$ cat config.mk
export PLATFORM = sky130hd
export DESIGN_NAME = gpio_port_ctrl
export DESIGN_NICKNAME = d
export VERILOG_FILES = /design/src/rtl/gpio_port_pkg.sv /design/src/rtl/gpio_in_sync.sv /design/src/rtl/gpio_cfg_regs.sv /design/src/rtl/gpio_irq_status.sv /design/src/rtl/gpio_port_ctrl.sv
export SDC_FILE = /design/constraint.sdc
export NUM_CORES = 1
export LEC_CHECK = 0
export BUFFER_PORTS_ARGS = -buffer_cell sky130_fd_sc_hd__buf_4
export CAP_MARGIN = 20
export CORE_MARGIN = 1.5
export CORE_UTILIZATION = 30
export CTS_CLUSTER_DIAMETER = 40
export CTS_CLUSTER_SIZE = 10
export DETAILED_ROUTE_END_ITERATION = 8
export PLACE_DENSITY = 0.58
export SYNTH_ARGS = -nofsm -noshare
export SYNTH_HDL_FRONTEND = slang
export SYNTH_SLANG_ARGS = --single-unit
export TNS_END_PERCENT = 10
$ cat constraint.sdc
create_clock -name clk -period 2.97 [get_ports clk]
set_clock_uncertainty 0.15 [all_clocks]
set_input_delay 0.7425 -clock clk [delete_from_list [all_inputs] [get_ports clk]]
set_output_delay 0.7425 -clock clk [all_outputs]
set_load 0.005 [all_outputs]
$ cat src/rtl/gpio_port_pkg.sv
package gpio_port_pkg;
    localparam int REG_W = 32;

    // register index = address bits [6:4]
    localparam logic [2:0] IDX_CNF = 3'd0;
    localparam logic [2:0] IDX_OE  = 3'd1;
    localparam logic [2:0] IDX_OUT = 3'd2;
    localparam logic [2:0] IDX_IN  = 3'd3;
    localparam logic [2:0] IDX_STA = 3'd4;
    localparam logic [2:0] IDX_ENB = 3'd5;
    localparam logic [2:0] IDX_LVL = 3'd6;
    localparam logic [2:0] IDX_CLR = 3'd7;

    // byte lanes of the trigger-type register and of a masked write
    localparam int LANE_POL  = 0;
    localparam int LANE_EDGE = 8;
    localparam int LANE_BOTH = 16;
    localparam int LANE_MASK = 8;

    typedef struct packed {
        logic       plain;
        logic       masked;
        logic [2:0] idx;
    } reg_hit_t;
endpackage

$ cat src/rtl/gpio_in_sync.sv
module gpio_in_sync #(
    parameter int NUM_PINS = 8
) (
    input  logic                clk,
    input  logic                rst_n,
    input  logic [NUM_PINS-1:0] pin_in,
    output logic [NUM_PINS-1:0] sync_o,
    output logic [NUM_PINS-1:0] prev_o
);
    typedef struct packed {
        logic [NUM_PINS-1:0] meta;
        logic [NUM_PINS-1:0] sync;
        logic [NUM_PINS-1:0] prev;
        logic [1:0]          age;
    } sync_t;

    sync_t s_d, s_q;

    always_comb begin
        s_d      = s_q;
        s_d.meta = pin_in;
        s_d.sync = s_q.meta;
        s_d.prev = s_q.sync;
        if (s_q.age != 2'd3) begin
            s_d.age = s_q.age + 2'd1;
        end
    end

    always_ff @(posedge clk) begin
        if (!rst_n) begin
            s_q <= '0;
        end else begin
            s_q <= s_d;
        end
    end

    assign sync_o = s_q.sync;
    assign prev_o = s_q.prev;


    sync_delay_chk: assert property (@(posedge clk) disable iff (!rst_n)
        (s_q.age == 2'd3) |-> (sync_o == $past(pin_in, 2)));
endmodule

$ cat src/rtl/gpio_cfg_regs.sv
module gpio_cfg_regs
    import gpio_port_pkg::*;
#(
    parameter int NUM_PINS = 8
) (
    input  logic                clk,
    input  logic                rst_n,
    input  logic                wr_en,
    input  logic                wr_masked,
    input  logic [2:0]          wr_idx,
    input  logic [23:0]         wr_data,
    output logic [NUM_PINS-1:0] cnf_o,
    output logic [NUM_PINS-1:0] oe_o,
    output logic [NUM_PINS-1:0] out_o,
    output logic [NUM_PINS-1:0] enb_o,
    output logic [NUM_PINS-1:0] pol_o,
    output logic [NUM_PINS-1:0] edg_o,
    output logic [NUM_PINS-1:0] both_o
);
    typedef struct packed {
        logic [NUM_PINS-1:0] cnf;
        logic [NUM_PINS-1:0] oe;
        logic [NUM_PINS-1:0] out;
        logic [NUM_PINS-1:0] enb;
        logic [NUM_PINS-1:0] pol;
        logic [NUM_PINS-1:0] edg;
        logic [NUM_PINS-1:0] both;
    } cfg_t;

    cfg_t c_d, c_q;

    logic [NUM_PINS-1:0] wr_mask;
    logic [NUM_PINS-1:0] wr_val;
    assign wr_mask = wr_data[LANE_MASK +: NUM_PINS];
    assign wr_val  = wr_data[LANE_POL  +: NUM_PINS];

    function automatic logic [NUM_PINS-1:0] merge(
        input logic [NUM_PINS-1:0] old_v,
        input logic [NUM_PINS-1:0] msk,
        input logic [NUM_PINS-1:0] val
    );
        return (old_v & ~msk) | (val & msk);
    endfunction

    always_comb begin
        c_d = c_q;
        if (wr_en) begin
            case (wr_idx)
                IDX_CNF: c_d.cnf = wr_masked ? merge(c_q.cnf, wr_mask, wr_val) : wr_val;
                IDX_OE:  c_d.oe  = wr_masked ? merge(c_q.oe,  wr_mask, wr_val) : wr_val;
                IDX_OUT: c_d.out = wr_masked ? merge(c_q.out, wr_mask, wr_val) : wr_val;
                IDX_ENB: c_d.enb = wr_masked ? merge(c_q.enb, wr_mask, wr_val) : wr_val;
                IDX_LVL: begin
                    if (wr_masked) begin
                        c_d.pol = merge(c_q.pol, wr_mask, wr_val);
                    end else begin
                        c_d.pol  = wr_data[LANE_POL  +: NUM_PINS];
                        c_d.edg  = wr_data[LANE_EDGE +: NUM_PINS];
                        c_d.both = wr_data[LANE_BOTH +: NUM_PINS];
                    end
                end
                default: ;
            endcase
        end
    end

    always_ff @(posedge clk) begin
        if (!rst_n) begin
            c_q <= '0;
        end else begin
            c_q <= c_d;
        end
    end

    assign cnf_o  = c_q.cnf;
    assign oe_o   = c_q.oe;
    assign out_o  = c_q.out;
    assign enb_o  = c_q.enb;
    assign pol_o  = c_q.pol;
    assign edg_o  = c_q.edg;
    assign both_o = c_q.both;


    masked_out_keep_chk: assert property (@(posedge clk) disable iff (!rst_n)
        (wr_en && wr_masked && wr_idx == IDX_OUT)
        |=> ((out_o & ~$past(wr_mask)) == ($past(out_o) & ~$past(wr_mask))));


    masked_lvl_edge_keep_chk: assert property (@(posedge clk) disable iff (!rst_n)
        (wr_en && wr_masked && wr_idx == IDX_LVL) |=> ($stable(edg_o) && $stable(both_o)));
endmodule

$ cat src/rtl/gpio_irq_status.sv
module gpio_irq_status #(
    parameter int NUM_PINS = 8
) (
    input  logic                clk,
    input  logic                rst_n,
    input  logic [NUM_PINS-1:0] sync_i,
    input  logic [NUM_PINS-1:0] prev_i,
    input  logic [NUM_PINS-1:0] pol_i,
    input  logic [NUM_PINS-1:0] edg_i,
    input  logic [NUM_PINS-1:0] both_i,
    input  logic [NUM_PINS-1:0] clr_i,
    input  logic                sta_we,
    input  logic [NUM_PINS-1:0] sta_wmask,
    input  logic [NUM_PINS-1:0] sta_wval,
    output logic [NUM_PINS-1:0] sta_o
);
    typedef struct packed {
        logic [NUM_PINS-1:0] sta;
    } st_t;

    st_t st_d, st_q;

    logic [NUM_PINS-1:0] ev;
    logic [NUM_PINS-1:0] hit;

    for (genvar gi = 0; gi < NUM_PINS; gi++) begin : g_pin
        logic rise, fall;
        assign rise    = sync_i[gi] & ~prev_i[gi];
        assign fall    = ~sync_i[gi] & prev_i[gi];
        assign ev[gi]  = edg_i[gi] & (both_i[gi] ? (rise | fall)
                                                 : (pol_i[gi] ? rise : fall));
        assign hit[gi] = (sync_i[gi] == pol_i[gi]);


        edge_clear_chk: assert property (@(posedge clk) disable iff (!rst_n)
            (edg_i[gi] && clr_i[gi] && !ev[gi] && !sta_we) |=> !sta_o[gi]);


        edge_rearm_chk: assert property (@(posedge clk) disable iff (!rst_n)
            (edg_i[gi] && ev[gi]) |=> sta_o[gi]);


        level_hold_chk: assert property (@(posedge clk) disable iff (!rst_n)
            (!edg_i[gi] && clr_i[gi] && (sync_i[gi] == pol_i[gi])) |=> sta_o[gi]);
    end

    always_comb begin
        logic b;
        st_d = st_q;
        b    = 1'b0;
        for (int n = 0; n < NUM_PINS; n++) begin
            if (edg_i[n]) begin
                b = st_q.sta[n];
                if (clr_i[n]) begin
                    b = 1'b0;
                end
                if (sta_we && sta_wmask[n]) begin
                    b = sta_wval[n];
                end
                st_d.sta[n] = b | ev[n];
            end else begin
                st_d.sta[n] = hit[n];
            end
        end
    end

    always_ff @(posedge clk) begin
        if (!rst_n) begin
            st_q <= '0;
        end else begin
            st_q <= st_d;
        end
    end

    assign sta_o = st_q.sta;
endmodule

$ cat src/rtl/gpio_port_ctrl.sv
module gpio_port_ctrl
    import gpio_port_pkg::*;
#(
    parameter int          NUM_PINS = 8,
    parameter int          ADDR_W   = 12,
    parameter logic [11:0] MASK_OFS = 12'h080
) (
    input  logic                clk,
    input  logic                rst_n,
    input  logic                reg_we,
    input  logic [ADDR_W-1:0]   reg_addr,
    input  logic [REG_W-1:0]    reg_wdata,
    output logic [REG_W-1:0]    reg_rdata,
    input  logic [NUM_PINS-1:0] pin_in,
    output logic [NUM_PINS-1:0] pin_out,
    output logic [NUM_PINS-1:0] pin_oe,
    output logic                port_irq
);
    localparam int PAGE_LSB = 7;
    localparam logic [ADDR_W-1:PAGE_LSB] MASK_PAGE = MASK_OFS[ADDR_W-1:PAGE_LSB];

    logic [NUM_PINS-1:0] sync_v, prev_v;
    logic [NUM_PINS-1:0] cnf_v, oe_v, out_v, enb_v, pol_v, edg_v, both_v, sta_v;
    logic [NUM_PINS-1:0] clr_v;
    logic [NUM_PINS-1:0] sta_wmask;
    logic                sta_we;
    logic                cfg_we;
    logic [7:0]          wdata_unused;
    reg_hit_t            hit_d;

    assign wdata_unused = reg_wdata[31:24];

    // address decode
    always_comb begin
        hit_d        = '0;
        hit_d.idx    = reg_addr[6:4];
        if (reg_addr[3:0] == 4'h0) begin
            if (reg_addr[ADDR_W-1:PAGE_LSB] == '0) begin
                hit_d.plain = 1'b1;
            end else if (reg_addr[ADDR_W-1:PAGE_LSB] == MASK_PAGE) begin
                hit_d.masked = (hit_d.idx != IDX_IN) && (hit_d.idx != IDX_CLR);
            end
        end
    end

    assign cfg_we    = reg_we && (hit_d.plain || hit_d.masked);
    assign sta_we    = cfg_we && (hit_d.idx == IDX_STA);
    assign sta_wmask = hit_d.masked ? reg_wdata[LANE_MASK +: NUM_PINS] : '1;
    assign clr_v     = (reg_we && hit_d.plain && hit_d.idx == IDX_CLR)
                     ? reg_wdata[NUM_PINS-1:0] : '0;

    gpio_in_sync #(.NUM_PINS(NUM_PINS)) i_sync (
        .clk    (clk),
        .rst_n  (rst_n),
        .pin_in (pin_in),
        .sync_o (sync_v),
        .prev_o (prev_v)
    );

    gpio_cfg_regs #(.NUM_PINS(NUM_PINS)) i_cfg (
        .clk       (clk),
        .rst_n     (rst_n),
        .wr_en     (cfg_we),
        .wr_masked (hit_d.masked),
        .wr_idx    (hit_d.idx),
        .wr_data   (reg_wdata[23:0]),
        .cnf_o     (cnf_v),
        .oe_o      (oe_v),
        .out_o     (out_v),
        .enb_o     (enb_v),
        .pol_o     (pol_v),
        .edg_o     (edg_v),
        .both_o    (both_v)
    );

    gpio_irq_status #(.NUM_PINS(NUM_PINS)) i_irq (
        .clk       (clk),
        .rst_n     (rst_n),
        .sync_i    (sync_v),
        .prev_i    (prev_v),
        .pol_i     (pol_v),
        .edg_i     (edg_v),
        .both_i    (both_v),
        .clr_i     (clr_v),
        .sta_we    (sta_we),
        .sta_wmask (sta_wmask),
        .sta_wval  (reg_wdata[NUM_PINS-1:0]),
        .sta_o     (sta_v)
    );

    // read mux: only the plain page reads back
    always_comb begin
        reg_rdata = '0;
        if (hit_d.plain) begin
            case (hit_d.idx)
                IDX_CNF: reg_rdata[NUM_PINS-1:0] = cnf_v;
                IDX_OE:  reg_rdata[NUM_PINS-1:0] = oe_v;
                IDX_OUT: reg_rdata[NUM_PINS-1:0] = out_v;
                IDX_IN:  reg_rdata[NUM_PINS-1:0] = sync_v;
                IDX_STA: reg_rdata[NUM_PINS-1:0] = sta_v;
                IDX_ENB: reg_rdata[NUM_PINS-1:0] = enb_v;
                IDX_LVL: begin
                    reg_rdata[LANE_POL  +: NUM_PINS] = pol_v;
                    reg_rdata[LANE_EDGE +: NUM_PINS] = edg_v;
                    reg_rdata[LANE_BOTH +: NUM_PINS] = both_v;
                end
                default: reg_rdata = '0;
            endcase
        end
    end

    assign pin_out  = out_v;
    assign pin_oe   = cnf_v & oe_v;
    assign port_irq = |(sta_v & enb_v);


    irq_needs_enable_chk: assert property (@(posedge clk) disable iff (!rst_n)
        (enb_v == '0) |-> !port_irq);


    irq_needs_status_chk: assert property (@(posedge clk) disable iff (!rst_n)
        (sta_v == '0) |-> !port_irq);


    oe_needs_cnf_chk: assert property (@(posedge clk) disable iff (!rst_n)
        $rose(pin_oe[0]) |-> (cnf_v[0] && $past(reg_we)));
endmodule

==> results of run 1 <==
==> cell type report <==
class,count,area share (%)
Multi-Input combinational cell,382,45.9
Sequential cell,88,28.9
Timing Repair Buffer,111,14.1
Tap cell,216,4.43
Clock buffer,11,3.81
Inverter,32,1.97
Clock inverter,5,0.922
==> routing by layer <==
| layer | vias to the layer above | track usage (%) |
|---|---|---|
| met1 | 1977 | 22.2 |
| li1 | 2079 | - |
| met2 | 119 | 26.1 |
| met4 | 0 | 5.95 |
| met5 | - | 0 |
| met3 | 14 | 2.34 |
==> worst max-delay path by stage <==
stage	from	endpoint	slack [ns]
floorplan	reg_addr[3]	reg_rdata[13]	0.01
detailed placement	reg_addr[3]	reg_rdata[1]	-0.16
global placement	reg_addr[3]	reg_rdata[0]	-0.15
global route	reg_addr[3]	reg_rdata[23]	-0.11
finish	reg_addr[3]	reg_rdata[13]	-0.06
CTS	reg_addr[8]	reg_rdata[13]	-0.07
==> critical path, delay by kind of cell <==
family	cells	cell delay, ns
buffers and inverters	3	0.34
AND/OR/NAND/NOR	4	1.04
==> power groups by stage <==
stage                     logic, W  registers, W  clock network, W
final                     0.000238       0.00122           0.00113
after global routing      0.000262       0.00122           0.00121
after CTS                 0.000236       0.00122           0.00115
after detailed placement  0.000231       0.00124                 0
after global placement    0.000225       0.00124                 0
after floorplan           0.000137       0.00124                 0
==> cells by family (layout without fill, tap and decap cells) <==
group / Yosys count / after routing / share of synthesized area, %
AO/OA/AOI/OAI: 132 / 132 / 19.8
XOR/XNOR: 8 / 8 / 1.45
AND/OR/NAND/NOR: 175 / 175 / 20.3
other: 1 / 8 / 0.0776
buffers and inverters: 71 / 159 / 6.97
flip-flops: 88 / 88 / 36.5
multiplexers: 43 / 43 / 10.8
adder cells (fa/ha/maj): 16 / 16 / 4.15
==> timing repair <==
action	in CTS	in global routing
pin swaps	1	1
endpoints found under the setup margin	24	21
buffers inserted	0	0
gates resized for setup	11	5
hold buffers	0	0
==> cell usage in the layout (no fill, tap or decap), types with 10 or more instances in the layout <==
master | Yosys | final
sky130_fd_sc_hd__inv_1 | 32 | 32
sky130_fd_sc_hd__buf_4 | 11 | 106
sky130_fd_sc_hd__a21boi_0 | 14 | 14
sky130_fd_sc_hd__dfxtp_1 | 88 | 88
sky130_fd_sc_hd__nand2_1 | 51 | 50
sky130_fd_sc_hd__a21boi_1 | 10 | 10
sky130_fd_sc_hd__ha_1 | 16 | 16
sky130_fd_sc_hd__o31ai_1 | 24 | 24
sky130_fd_sc_hd__a21oi_1 | 13 | 13
sky130_fd_sc_hd__o211ai_1 | 24 | 24
sky130_fd_sc_hd__and2_1 | 49 | 48
sky130_fd_sc_hd__o21ai_0 | 16 | 16
sky130_fd_sc_hd__mux2i_1 | 35 | 35
sky130_fd_sc_hd__nor2b_1 | 20 | 20
==> through the flow <==
| stage | instance area (um2) | total power [W] | hold WS [ns] |
|---|---|---|---|
| after floorplan | 4860 | 0.00137 | 0.262 |
| after global placement | 5760 | 0.00147 | 0.269 |
| after detailed placement | 5760 | 0.00148 | 0.268 |
| after CTS | 6090 | 0.00261 | 0.282 |
| after global routing | 6100 | 0.00269 | 0.302 |
| final | 6100 | 0.00259 | 0.282 |
==> impl_metrics.sql, run 1 <==
INSERT INTO impl_metrics (metric_group, metric, value, unit) VALUES
('placement', 'routabilityCongestion', '0.847', ''),
('die', 'die_area', '16900', 'um2'),
('critical_path', 'worst_path_largest_cell_delay', '0.54', 'ns'),
('sta', 'max-slew-margin-rel', '58.1', '%'),
('critical_path', 'critPathMaxFanout', '16', ''),
('final_layout', 'layout-drive-gt1-share', '24.0', '%'),
('cts', 'cts_tree', 'yes', ''),
('sta', 'worst_margin_slew', '0.627', 'ns'),
('final_layout', 'diodes', '0', ''),
('routing', 'top_signal_layer_used', 'met4', ''),
('global_route', 'wire_length_of_the_first_global_routing_pass', '21.3', 'mm'),
('routing', 'routed-wl-met2', '6.11', 'mm'),
('run_status', 'failed_checks', 'setup timing', ''),
('critical_path', 'series_of_cell_instances_along_the_critical_path', 'buf_6 > or4_4 > nor2_4 > and3_4 > buf_12 > and2_1 > buf_4', ''),
('synthesis', 'netlist_top_cells_count', '88 x sky130_fd_sc_hd__dfxtp_1, 51 x sky130_fd_sc_hd__nand2_1, 49 x sky130_fd_sc_hd__and2_1, 35 x sky130_fd_sc_hd__mux2i_1, 32 x sky130_fd_sc_hd__inv_1', ''),
('critical_path', 'timing.rr.end', 'i_irq.sta_o[1]', ''),
('critical_path', 'critical_path_arrival', '2.13', 'ns'),
('routing', 'wire_length_reported_by_the_detailed_router', '13.2', 'mm'),
('sta', 'final_critical_path_setup_slack', '-0.0552', 'ns'),
('global_route', 'grt.overflow.total', '0', ''),
('die', 'die_boundary_height', '130', 'um'),
('cts', 'clk_root_buffer_cell', 'sky130_fd_sc_hd__clkbuf_16', ''),
('routing', 'met1_length', '6.33', 'mm'),
('pwr', 'flop_pwr_share', '47.1', '%'),
('routing', 'initialDrtViolationCount', '272', ''),
('critical_path', 'timing.critical_path.to_type', 'output port', ''),
('global_route', 'grt_max_degree', '62', ''),
('pwr', 'switching_share', '24.0', '%'),
('final_layout', 'final_cell_count_no_fill', '845', ''),
('critical_path', 'crit_type', 'in2out', ''),
('final_layout', 'area_delta_synth_final', '26.4', '%'),
('pwr', 'pwr-share-comb', '9.2', '%'),
('die', 'core_region_area', '15800', 'um2'),
('min_path', 'worst_hold_path.num_cells', '1', ''),
('final_layout', 'layout.filler_cells', '1625', ''),
('sta', 'final-hold-violation-count', '0', ''),
('pwr', 'pwr_density_cell', '424', 'nW/um2'),
('critical_path', 'worst-endpoint-required', '2.08', 'ns'),
('min_path', 'hp-start', 'i_sync.s_d[12]', ''),
('synthesis', 'synth_seq_area_share', '36.5', '%'),
('placement', 'placement.io_buffers', '87', ''),
('synthesis', 'yosys_register_bits', '88', ''),
('pwr', 'ir_drop', '247', 'uV'),
('synthesis', 'synth_largest_type_area_fraction', '36.5', '%'),
('synthesis', 'synth_area_leader_cell', 'sky130_fd_sc_hd__dfxtp_1', ''),
('routing', 'via_per_inst', '4.96', ''),
('global_route', 'initial_antenna_violation_count', '0', ''),
('cts', 'h-tree-depth', '3', ''),
('sta', 'setup_viol', '18', ''),
('die', 'floorplan.rows', '46', ''),
('critical_path', 'timing.rr.start', 'i_sync.sync_o[1]', ''),
('sta', 'final.period_utilization', '102', '%'),
('die', 'count_of_boundary_i_o_pins', '104', ''),
('critical_path', 'timing.reg2reg.setup_slack', '1.39', 'ns'),
('synthesis', 'async_flop_share', '0', '%'),
('pwr', 'p_switching', '0.000622', 'W'),
('pwr', 'static_power_due_to_leakage', '2.27', 'nW'),
('critical_path', 'worstRegToRegCells', '6', ''),
('job', 'cap_violations', '0', ''),
('run_status', 'run_status', 'finished with violations', ''),
('routing', 'detail_route.wl_per_cell', '15.7', 'um'),
('placement', 'placedCellCount', '829', ''),
('final_layout', 'final_nets', '695', ''),
('cts', 'cts-root-to-sink-buffers', '2', ''),
('sta', 'timing.fmax', '331', 'MHz'),
('cts', 'number_of_clock_buffers_inserted_by_tritoncts', '9', ''),
('placement', 'preCtsSetupSlack', '-0.160', 'ns'),
('cts', 'clk_sink_count', '88', ''),
('synthesis', 'yosys.cell_types.count', '45', ''),
('synthesis', 'syn-cell-area', '4830', 'um2'),
('critical_path', 'worst_path_max_delay_cell', 'sky130_fd_sc_hd__or4_4', '');
No activity file was read; power rests on OpenSTA's default activity.
==> run 2: changes to the inputs <==
Settings changed: CORE_ASPECT_RATIO from default to 1.25.
==> impl_metrics.sql, run 2 (synthesis gave the netlist of run 1 again) <==
INSERT INTO impl_metrics (metric_group, metric, value, unit) VALUES
('final_layout', 'layout_commonest_cell', 'sky130_fd_sc_hd__buf_4', ''),
('critical_path', 'timing.rr.start', 'i_sync.sync_o[5]', ''),
('die', 'floorplan.rows', '51', ''),
('min_path', 'worst_hold_path.num_cells', '1', ''),
('routing', 'detail_route.wl_per_cell', '15.7', 'um'),
('critical_path', 'critical_path_arrival', '2.12', 'ns'),
('critical_path', 'worst-endpoint-required', '2.08', 'ns'),
('pwr', 'static_power_due_to_leakage', '2.29', 'nW'),
('routing', 'drt-pass1-iter-count', '4', ''),
('global_route', 'first_global_vias', '3960', ''),
('die', 'fp.dieW', '116', 'um'),
('sta', 'finalHoldWorstSlack', '0.282', 'ns'),
('sta', 'worst_margin_slew', '0.617', 'ns'),
('critical_path', 'critPathMaxFanout', '16', ''),
('final_layout', 'mostFrequentLayoutCells', '105 x sky130_fd_sc_hd__buf_4, 88 x sky130_fd_sc_hd__dfxtp_1, 50 x sky130_fd_sc_hd__nand2_1', ''),
('pwr', 'pwr_density_cell', '442', 'nW/um2'),
('sta', 'setup_tns', '-0.427', 'ns'),
('cts', 'clk_sink_count', '88', ''),
('final_layout', 'multiInputGateArea', '2810', 'um2'),
('critical_path', 'worstRegToRegCells', '6', ''),
('sta', 'post_route_minimum_period', '3.01', 'ns'),
('placement', 'placement.io_buffers', '87', ''),
('min_path', 'hp-class', 'reg2reg', ''),
('cts', 'cts_tree', 'yes', ''),
('final_layout', 'diodes', '0', ''),
('cts', 'number_of_clock_buffers_inserted_by_tritoncts', '9', ''),
('sta', 'unrepaired_setup_endpoints_after_global_routing', 'true', ''),
('global_route', 'wire_length_of_the_first_global_routing_pass', '20.9', 'mm'),
('sta', 'final_critical_path_setup_slack', '-0.0438', 'ns'),
('die', 'count_of_boundary_i_o_pins', '104', ''),
('critical_path', 'timing.critical_path.to_type', 'output port', ''),
('routing', 'antenna_left', '0', ''),
('sta', 'final-hold-violation-count', '0', ''),
('cts', 'h-tree-depth', '3', ''),
('die', 'die_area', '16900', 'um2'),
('final_layout', 'layout.area.seq', '1760', 'um2'),
('min_path', 'worstHoldEndpoint', 'i_sync.sync_o[6]', ''),
('global_route', 'initial_antenna_violation_count', '0', ''),
('sta', 'setup_viol', '17', ''),
('final_layout', 'core_util_final', '39.4', '%'),
('critical_path', 'timing.reg2reg.setup_slack', '1.44', 'ns'),
('min_path', 'hp-start', 'i_sync.s_d[16]', ''),
('critical_path', 'timing.rr.end', 'i_irq.sta_o[5]', ''),
('critical_path', 'worst_setup_path_start_kind', 'input pin', ''),
('final_layout', 'final_nets', '695', ''),
('cts', 'post_cts_hold_buffer_count', '0', ''),
('run_status', 'run_status', 'finished with violations', ''),
('global_route', 'grt_max_degree', '40', ''),
('routing', 'detail_route.drc_violations', '0', ''),
('die', 'core_region_area', '15600', 'um2'),
('routing', 'initialDrtViolationCount', '153', ''),
('global_route', 'grt_use_total', '16.2', '%'),
('final_layout', 'layout.filler_cells', '1565', ''),
('placement', 'routabilityCongestion', '0.854', ''),
('job', 'cap_violations', '0', ''),
('die', 'initial_utilization', '30.9', '%'),
('placement', 'detailed_place_hpwl', '10.1', 'mm'),
('sta', 'timing.fmax', '332', 'MHz'),
('sta', 'max-slew-margin-rel', '58.7', '%'),
('sta', 'maxSlewViolCount', '0', ''),
('cts', 'cts-root-to-sink-buffers', '2', ''),
('cts', 'cts.reportedPaths.clkPinSlew', '0.06', 'ns'),
('critical_path', 'crit_type', 'in2out', ''),
('final_layout', 'area_delta_synth_final', '27.5', '%'),
('routing', 'wire_length_reported_by_the_detailed_router', '13.2', 'mm'),
('cts', 'worstSkewPairLatency', '0.34', 'ns'),
('routing', 'route.vias.total', '4179', ''),
('run_status', 'failed_checks', 'setup timing', ''),
('die', 'die_boundary_height', '145', 'um'),
('pwr', 'ir_drop', '283', 'uV'),
('placement', 'preCtsSetupSlack', '-0.184', 'ns'),
('global_route', 'grt.overflow.total', '0', ''),
('sta', 'final.period_utilization', '101', '%'),
('final_layout', 'layout-drive-gt1-share', '24.2', '%'),
('cts', 'clk_root_buffer_cell', 'sky130_fd_sc_hd__clkbuf_16', ''),
('cts', 'post_cts.repair.setup_buffers', '0', ''),
('routing', 'via_per_inst', '4.97', '');
-- run 2: area by class of cell --
| cell class | count | area share [%] |
|---|---|---|
| Clock buffer | 14 | 4.45 |
| Multi-Input combinational cell | 382 | 45.7 |
| Tap cell | 212 | 4.31 |
| Inverter | 32 | 1.95 |
| Sequential cell | 88 | 28.6 |
| Clock inverter | 2 | 0.976 |
| Timing Repair Buffer | 111 | 14.0 |
-- run 2: how the worst max path moves through the flow --
stage | start | endpoint | slack, ns | depth (start not counted)
floorplan | reg_addr[3] | reg_rdata[13] | 0.01 | 6
global placement | reg_addr[3] | reg_rdata[9] | -0.17 | 7
detailed placement | reg_addr[3] | reg_rdata[9] | -0.18 | 7
CTS | reg_addr[8] | reg_rdata[14] | -0.06 | 7
global route | reg_addr[8] | reg_rdata[13] | -0.1 | 7
finish | reg_addr[8] | reg_rdata[13] | -0.04 | 7
-- run 2: timing repair --
item	CTS	global route
pin swaps	1	0
resized for setup	15	4
cloned	0	0
endpoints found under the setup margin	24	24
-- run 2: worst max-delay path, stage by stage --
cell	delay [ns]
sky130_fd_sc_hd__buf_6	0.09
sky130_fd_sc_hd__or4_4	0.54
sky130_fd_sc_hd__nor2_4	0.14
sky130_fd_sc_hd__and3_4	0.21
sky130_fd_sc_hd__buf_12	0.13
sky130_fd_sc_hd__and2_1	0.14
sky130_fd_sc_hd__buf_4	0.11
-- run 2: power by group --
group	leakage, nW	switching (W)	total [W]	internal (W)
combinational	1.42	0.000127	0.000239	0.000113
sequential	0.716	0.0000175	0.00122	0.00120
clock	0.163	0.000459	0.00127	0.000807
-- run 2: per-stage QoR --
| stage | power, W | cells | cell area [um2] |
|---|---|---|---|
| after global routing | 0.00282 | 841 | 6160 |
| after floorplan | 0.00137 | 541 | 4860 |
| after global placement | 0.00147 | 825 | 5750 |
| after detailed placement | 0.00148 | 825 | 5750 |
| final | 0.00272 | 841 | 6160 |
| after CTS | 0.00275 | 841 | 6140 |
-- run 2: metal layers --
layer / track usage [%] / share of wire (%) / vias to the layer above
met4: 6.03 / 1.9 / 0
li1: - / - / 2080
met5: 0 / 0 / -
met1: 19.8 / 43 / 1962
met2: 28.5 / 50 / 121
met3: 2.58 / 4.9 / 16
